## config.mk

```make
export PLATFORM = sky130hd
export DESIGN_NAME = pixel_wire_enc
export DESIGN_NICKNAME = d
export VERILOG_FILES = /design/src/rtl/pwe_pkg.sv /design/src/rtl/pwe_pixel_stage.sv /design/src/rtl/pwe_slot_packer.sv /design/src/rtl/pixel_wire_enc.sv
export SDC_FILE = /design/constraint.sdc
export NUM_CORES = 1
export LEC_CHECK = 0
export BUFFER_PORTS_ARGS = -buffer_cell sky130_fd_sc_hd__buf_2
export CAP_MARGIN = 30
export CORE_MARGIN = 1.5
export CORE_UTILIZATION = 57
export CTS_CLUSTER_SIZE = 20
export DETAILED_ROUTE_END_ITERATION = 8
export PLACE_DENSITY = 0.86
export SYNTH_ARGS = -nofsm -noshare
export SYNTH_HDL_FRONTEND = slang
export SYNTH_SLANG_ARGS = --single-unit
```

## constraint.sdc

```tcl
create_clock -name clk -period 3.6 [get_ports clk]
set_input_delay 0.18 -clock clk [delete_from_list [all_inputs] [get_ports clk]]
set_output_delay 0.18 -clock clk [all_outputs]
set_load 0.02 [all_outputs]
```

## src/rtl/pwe_pkg.sv

```systemverilog
package pwe_pkg;

    typedef enum logic [1:0] {
        PK_RUN   = 2'd0,
        PK_DRAIN = 2'd1,
        PK_TAIL  = 2'd2
    } pk_state_e;

    // Three slots per data bit: high, data, low; earliest slot in the top position.
    function automatic logic [23:0] expand_byte(input logic [7:0] b);
        logic [23:0] s;
        s = '0;
        for (int i = 0; i < 8; i++) begin
            s[23 - 3*i] = 1'b1;
            s[22 - 3*i] = b[7 - i];
            s[21 - 3*i] = 1'b0;
        end
        return s;
    endfunction

    // Input is {red, green, blue}; the wire wants {green, red, blue}.
    function automatic logic [23:0] to_wire_order(input logic [23:0] rgb);
        return {rgb[15:8], rgb[23:16], rgb[7:0]};
    endfunction

endpackage

```

## src/rtl/pwe_pixel_stage.sv

```systemverilog
module pwe_pixel_stage
    import pwe_pkg::*;
#(
    parameter int MAX_PIX = 6,
    localparam int KW = (MAX_PIX < 1) ? 1 : $clog2(MAX_PIX + 1)
) (
    input  logic        clk,
    input  logic        rst_n,
    input  logic        pix_valid,
    input  logic [23:0] pix_data,
    input  logic        pix_last,
    output logic        pix_ready,
    input  logic        packer_busy,
    input  logic        byte_take,
    output logic        byte_valid,
    output logic [23:0] byte_slots,
    output logic        end_pending,
    input  logic        end_ack
);

    typedef struct packed {
        logic [23:0]   grb;
        logic [1:0]    left;
        logic          end_flag;
        logic [KW-1:0] kept;
    } stage_t;

    stage_t st_d, st_q;
    logic   keep_room;

    assign keep_room   = (int'(st_q.kept) < MAX_PIX);
    assign pix_ready   = (st_q.left == 2'd0) && !st_q.end_flag && !packer_busy;
    assign byte_valid  = (st_q.left != 2'd0);
    assign byte_slots  = expand_byte(st_q.grb[23:16]);
    assign end_pending = st_q.end_flag && (st_q.left == 2'd0);

    always_comb begin
        st_d = st_q;
        if (byte_take) begin
            st_d.grb  = {st_q.grb[15:0], 8'h00};
            st_d.left = st_q.left - 2'd1;
        end
        if (pix_valid && pix_ready) begin
            if (keep_room) begin
                st_d.grb  = to_wire_order(pix_data);
                st_d.left = 2'd3;
                st_d.kept = st_q.kept + KW'(1);
            end
            st_d.end_flag = pix_last;
        end
        if (end_ack) begin
            st_d.end_flag = 1'b0;
            st_d.kept     = '0;
        end
    end

    always_ff @(posedge clk) begin
        if (!rst_n) begin
            st_q <= '0;
        end else begin
            st_q <= st_d;
        end
    end

endmodule

```

## src/rtl/pwe_slot_packer.sv

```systemverilog
module pwe_slot_packer
    import pwe_pkg::*;
#(
    parameter int MAX_WORDS = 16,
    localparam int CW = $clog2(MAX_WORDS + 1)
) (
    input  logic          clk,
    input  logic          rst_n,
    input  logic          byte_valid,
    input  logic [23:0]   byte_slots,
    output logic          byte_take,
    input  logic          end_pending,
    output logic          end_ack,
    output logic          busy,
    output logic          word_valid,
    output logic [31:0]   word_data,
    input  logic          word_ready,
    output logic [CW-1:0] word_count,
    output logic          frame_done
);

    typedef struct packed {
        logic [63:0]   acc;
        logic [6:0]    cnt;
        pk_state_e     st;
        logic [CW-1:0] count;
        logic          done;
    } pack_t;

    pack_t pk_d, pk_q;
    logic  pop;

    assign word_valid = (pk_q.cnt >= 7'd32);
    assign word_data  = pk_q.acc[63:32];
    assign word_count = pk_q.count;
    assign frame_done = pk_q.done;
    assign busy       = (pk_q.st != PK_RUN);
    assign pop        = word_valid && word_ready;
    assign byte_take  = byte_valid && (pk_q.st == PK_RUN) && (pk_q.cnt <= 7'd40);

    always_comb begin
        pk_d      = pk_q;
        pk_d.done = 1'b0;
        end_ack   = 1'b0;
        if (pk_q.done) begin
            pk_d.count = '0;
        end
        if (pop) begin
            pk_d.acc   = {pk_q.acc[31:0], 32'h0};
            pk_d.cnt   = pk_q.cnt - 7'd32;
            pk_d.count = pk_d.count + CW'(1);
        end
        if (byte_take) begin
            pk_d.acc = pk_d.acc | ({byte_slots, 40'h0} >> pk_d.cnt);
            pk_d.cnt = pk_d.cnt + 7'd24;
        end
        unique case (pk_q.st)
            PK_RUN: begin
                if (end_pending) begin
                    end_ack = 1'b1;
                    if (pk_d.cnt[4:0] != 5'd0) begin
                        pk_d.cnt = {pk_d.cnt[6:5] + 2'd1, 5'd0};
                    end
                    pk_d.st = PK_DRAIN;
                end
            end
            PK_DRAIN: begin
                if (pk_d.cnt == 7'd0) begin
                    pk_d.cnt = 7'd32;
                    pk_d.st  = PK_TAIL;
                end
            end
            PK_TAIL: begin
                if (pk_d.cnt == 7'd0) begin
                    pk_d.done = 1'b1;
                    pk_d.st   = PK_RUN;
                end
            end
            default: pk_d.st = PK_RUN;
        endcase
    end

    always_ff @(posedge clk) begin
        if (!rst_n) begin
            pk_q    <= '0;
            pk_q.st <= PK_RUN;
        end else begin
            pk_q <= pk_d;
        end
    end

endmodule

```

## src/rtl/pixel_wire_enc.sv

```systemverilog
module pixel_wire_enc #(
    parameter int MAX_WORDS = 16,
    localparam int CW      = $clog2(MAX_WORDS + 1),
    localparam int MAX_PIX = ((MAX_WORDS - 1) * 32) / 72
) (
    input  logic          clk,
    input  logic          rst_n,
    input  logic          pix_valid,
    input  logic [23:0]   pix_data,
    input  logic          pix_last,
    output logic          pix_ready,
    output logic          word_valid,
    output logic [31:0]   word_data,
    input  logic          word_ready,
    output logic [CW-1:0] word_count,
    output logic          frame_done
);

    logic        busy;
    logic        byte_take;
    logic        byte_valid;
    logic [23:0] byte_slots;
    logic        end_pending;
    logic        end_ack;

    pwe_pixel_stage #(.MAX_PIX(MAX_PIX)) stage_i (
        .clk        (clk),
        .rst_n      (rst_n),
        .pix_valid  (pix_valid),
        .pix_data   (pix_data),
        .pix_last   (pix_last),
        .pix_ready  (pix_ready),
        .packer_busy(busy),
        .byte_take  (byte_take),
        .byte_valid (byte_valid),
        .byte_slots (byte_slots),
        .end_pending(end_pending),
        .end_ack    (end_ack)
    );

    pwe_slot_packer #(.MAX_WORDS(MAX_WORDS)) packer_i (
        .clk        (clk),
        .rst_n      (rst_n),
        .byte_valid (byte_valid),
        .byte_slots (byte_slots),
        .byte_take  (byte_take),
        .end_pending(end_pending),
        .end_ack    (end_ack),
        .busy       (busy),
        .word_valid (word_valid),
        .word_data  (word_data),
        .word_ready (word_ready),
        .word_count (word_count),
        .frame_done (frame_done)
    );

endmodule

```

==> impl_results.md <==
- Outcome: complete, no violations
- Clk slew on worst S/H paths: 0.10 ns
- Hold Vio Cnt, Final: 0
- Initial antenna violation count: 0
- Pwr/cell area: 861 mW/mm^2
- CP Data Arrival Time: 3.23 ns
- Cell Chain, Critical Path: inv_1 > ha_1 > or4_4 > a31oi_4 > o21ai_1 > or3_1 > a31oi_1
- Total gr overflow: 0
- Chip width: 96.0 microns
- WL/cell: 15.3 microns
- Syn-to-layout area delta: 6.39%
- Setup TNS: 0 ns
- DP Wirelength: between 7000 and 8000 microns
- DRT antenna net count: 0
- Number of global-route vias before repair: ~4000
- PnR Total Power: 4.52 mW
- Post-synth EDFFs: 0
- Crit-path slowest cell: a31oi_4
- Die Area: 0.00922 sq mm
- Clk buf depth: 2
- Root Driver: clkbuf_8
- DP Worst Slack: 0.701 ns
- Most frequent cells in the layout: dfxtp_1, nand2_1, nor2_1, buf_2
- H-tree Lvls: 3
- Worst path bufs/invs: 1
- Endpoints failing setup: 0
- Max_cap viols: 0
- Initial core utilization: 59.4%
- Gr usage total: 25.4%
- P_leak: 2.06 nW
- Crit-path leading delay family: compound AO/OA/AOI/OAI gates
- Fraction of registers with async set/reset: 0%
- CTS tree: done
- Core ar.: slightly above 0.008 sq mm
- WS Path Type: flop to flop
- Share of layout cells above drive strength 1: 16.6%
- Rows: 33
- Synth Cell Area: 0.00493 sq mm
- Worst R2R Start: stage_i.st_q[4]$_SDFF_PN0_
- Mapped Avg Cell Area: between 8 and 9 sq um
- Port-buffer cells: between 60 and 70
- CP startpoint: stage_i.st_q[4]$_SDFF_PN0_
- Min-Delay Startpoint: pix_data[0]
- CTS Buf Count: 9
- Setup Skew: about 0.014 ns
- Pin count of the biggest net entering global routing: 43
- Final period utilization: 81.3%
- Post-route DRC: 0
- Placed cell areas: slightly above 0.005 sq mm
- First-pass GRT wire length: ~18000 microns
- Yosys cell types: 51
- I/O pins: 69
- Pre-antenna DRT Iters: 5
- Worst-Margin Slew: 0.823 ns
- Sequential fraction of the synthesis area: 43.0%
- Vias: 4240
- Initial DRC count: 351
- Final critical-path required period: about 2.9 ns
- Clk_lat worst skew: 0.38 ns
- Yosys Warn Count: 0
- Clock sink total: 106
- Vias per inst: 5.88
- PostCTS Resize Cnt: 0
- N_diodes: 0
- Drt total wl: 11000 microns
- Mapped Cells: about 590
- Slew Limit Fails: 0
- CTS Hold Bufs: 0
- Critical path required time: 3.90 ns
- Synth Flop Type: dfxtp_1
- Crit-path max cell delay: 0.65 ns
- Rel. slew slack: 44.9%
- Setup ws final: 0.674 ns
- Peak VDD IR: 0.497 mV
- Critical Path End Type: flop
- CP Launch Type: flop
- Placer Congestion: 0.889
- Hold WC Path Type: primary input to flop
- Commonest non-fill, non-tap cell in the layout: dfxtp_1
- Fmax: between 300 and 400 MHz
- RSZ-0062 raised after global routing: false
- Worst Path Max Fanout: 23
- # Post-CTS Setup Buffers: 0
- Layout Nets: 648
- Die Ht: 96.0 microns
- Syn Nets: 631
- Yosys reg bits: 106
- Post-route design area: 0.00525 sq mm
[cell families (layout without fill, tap and decap cells)]
| family | Yosys count | count (layout) | share of synthesized area [%] |
|---|---|---|---|
| xor+xnor | 11 | 11 | 2.23 |
| fa+ha+maj | 8 | 8 | 2.03 |
| flops | 106 | 106 | 43.0 |
| compound gates | 139 | 139 | 19.7 |
| buf+inv | 86 | 108 | 9.64 |
| mux | 14 | 14 | 2.87 |
| simple gates | 230 | 230 | 20.5 |
[tightest hold or removal path, delay by kind of cell]
kind	cells	cell delay (ns)
buf+inv	1	0.08
simple gates	1	0.07
compound gates	1	0.06
[cells in the mapped netlist, types with 2 or more instances]
library cell / count / area, sq um
inv_2: 2 / 7.51
o211ai_1: 2 / 15.0
dfxtp_1: 106 / 2120
nor2_1: 71 / 267
o21ai_1: 8 / 40.0
a31oi_1: 24 / 150
a211oi_1: 18 / 135
and3_1: 4 / 25.0
inv_1: 11 / 41.3
and2_1: 15 / 93.8
a21boi_0: 2 / 15.0
clkbuf_1: 28 / 105
o31ai_1: 3 / 22.5
o22ai_1: 2 / 12.5
o21ai_0: 13 / 65.1
nand3b_1: 2 / 15.0
nand4_1: 3 / 18.8
nand3_1: 19 / 95.1
xor2_1: 4 / 35.0
buf_2: 5 / 25.0
or3_1: 7 / 43.8
xnor2_1: 6 / 52.6
mux2i_1: 13 / 130
a32o_1: 5 / 50.1
o22a_1: 6 / 52.6
nor3_1: 6 / 30.0
ha_1: 8 / 100
nand2_1: 93 / 349
nand2b_1: 3 / 18.8
buf_4: 39 / 293
o311ai_1: 3 / 26.3
a22o_1: 4 / 35.0
a21oi_1: 24 / 120
a22oi_1: 11 / 82.6
nor2b_1: 4 / 25.0
a32oi_1: 5 / 43.8
[path summary, 6_finish.rpt]
kind	endpoint	slack (ns)	cells after the start
worst max register to register	packer_i.word_data[15]$_SDFF_PN0_	0.67	7
worst min register to register	packer_i.pk_q[32]$_SDFF_PN0_	0.46	2
worst min-delay path	stage_i.st_q[6]$_SDFF_PN0_	0.06	3
worst max-delay path	packer_i.word_data[15]$_SDFF_PN0_	0.67	7
[registers in the layout (all words and copies together), names as in the netlist]
register             count
packer_i.frame_done      1
packer_i.word_data      32
stage_i.st_q            22
packer_i.word_count      5
packer_i.pk_q           38
stage_i.byte_slots       8
[stage by stage]
step           util [%]  instances  hold slack (ns)
3_5_place_dp       61.1        705            0.437
4_1_cts            63.2        721           0.0517
3_3_place_gp       61.1        705            0.428
5_1_grt            63.2        721           0.0741
6_report           63.2        721           0.0583
2_1_floorplan         -        594            0.334
[metal layers]
metal	global-route usage, %	wire, microns	up-vias
met2	41.1	5160	166
met1	33.0	4850	1987
li1	-	-	2068
met4	8.09	203	0
met5	0	0	-
met3	6.64	827	19
[final cells by class]
cell class / count / area [sq um]
well taps: 105 / 131
flip-flops and latches: 106 / 2120
fillers: 716 / 3050
repair buffers: 78 / 428
inverters: 14 / 52.6
multi-input cells: 402 / 2340
clock buffers: 9 / 124
clock inverters: 7 / 52.6
[power breakdown]
| group | switching, mW | internal [mW] |
|---|---|---|
| Clock | 0.417 | 0.255 |
| Combinational | 1.41 | 0.784 |
| Sequential | 0.196 | 1.45 |
| Total | 2.02 | 2.49 |
Power figures use the tool's default switching activity.
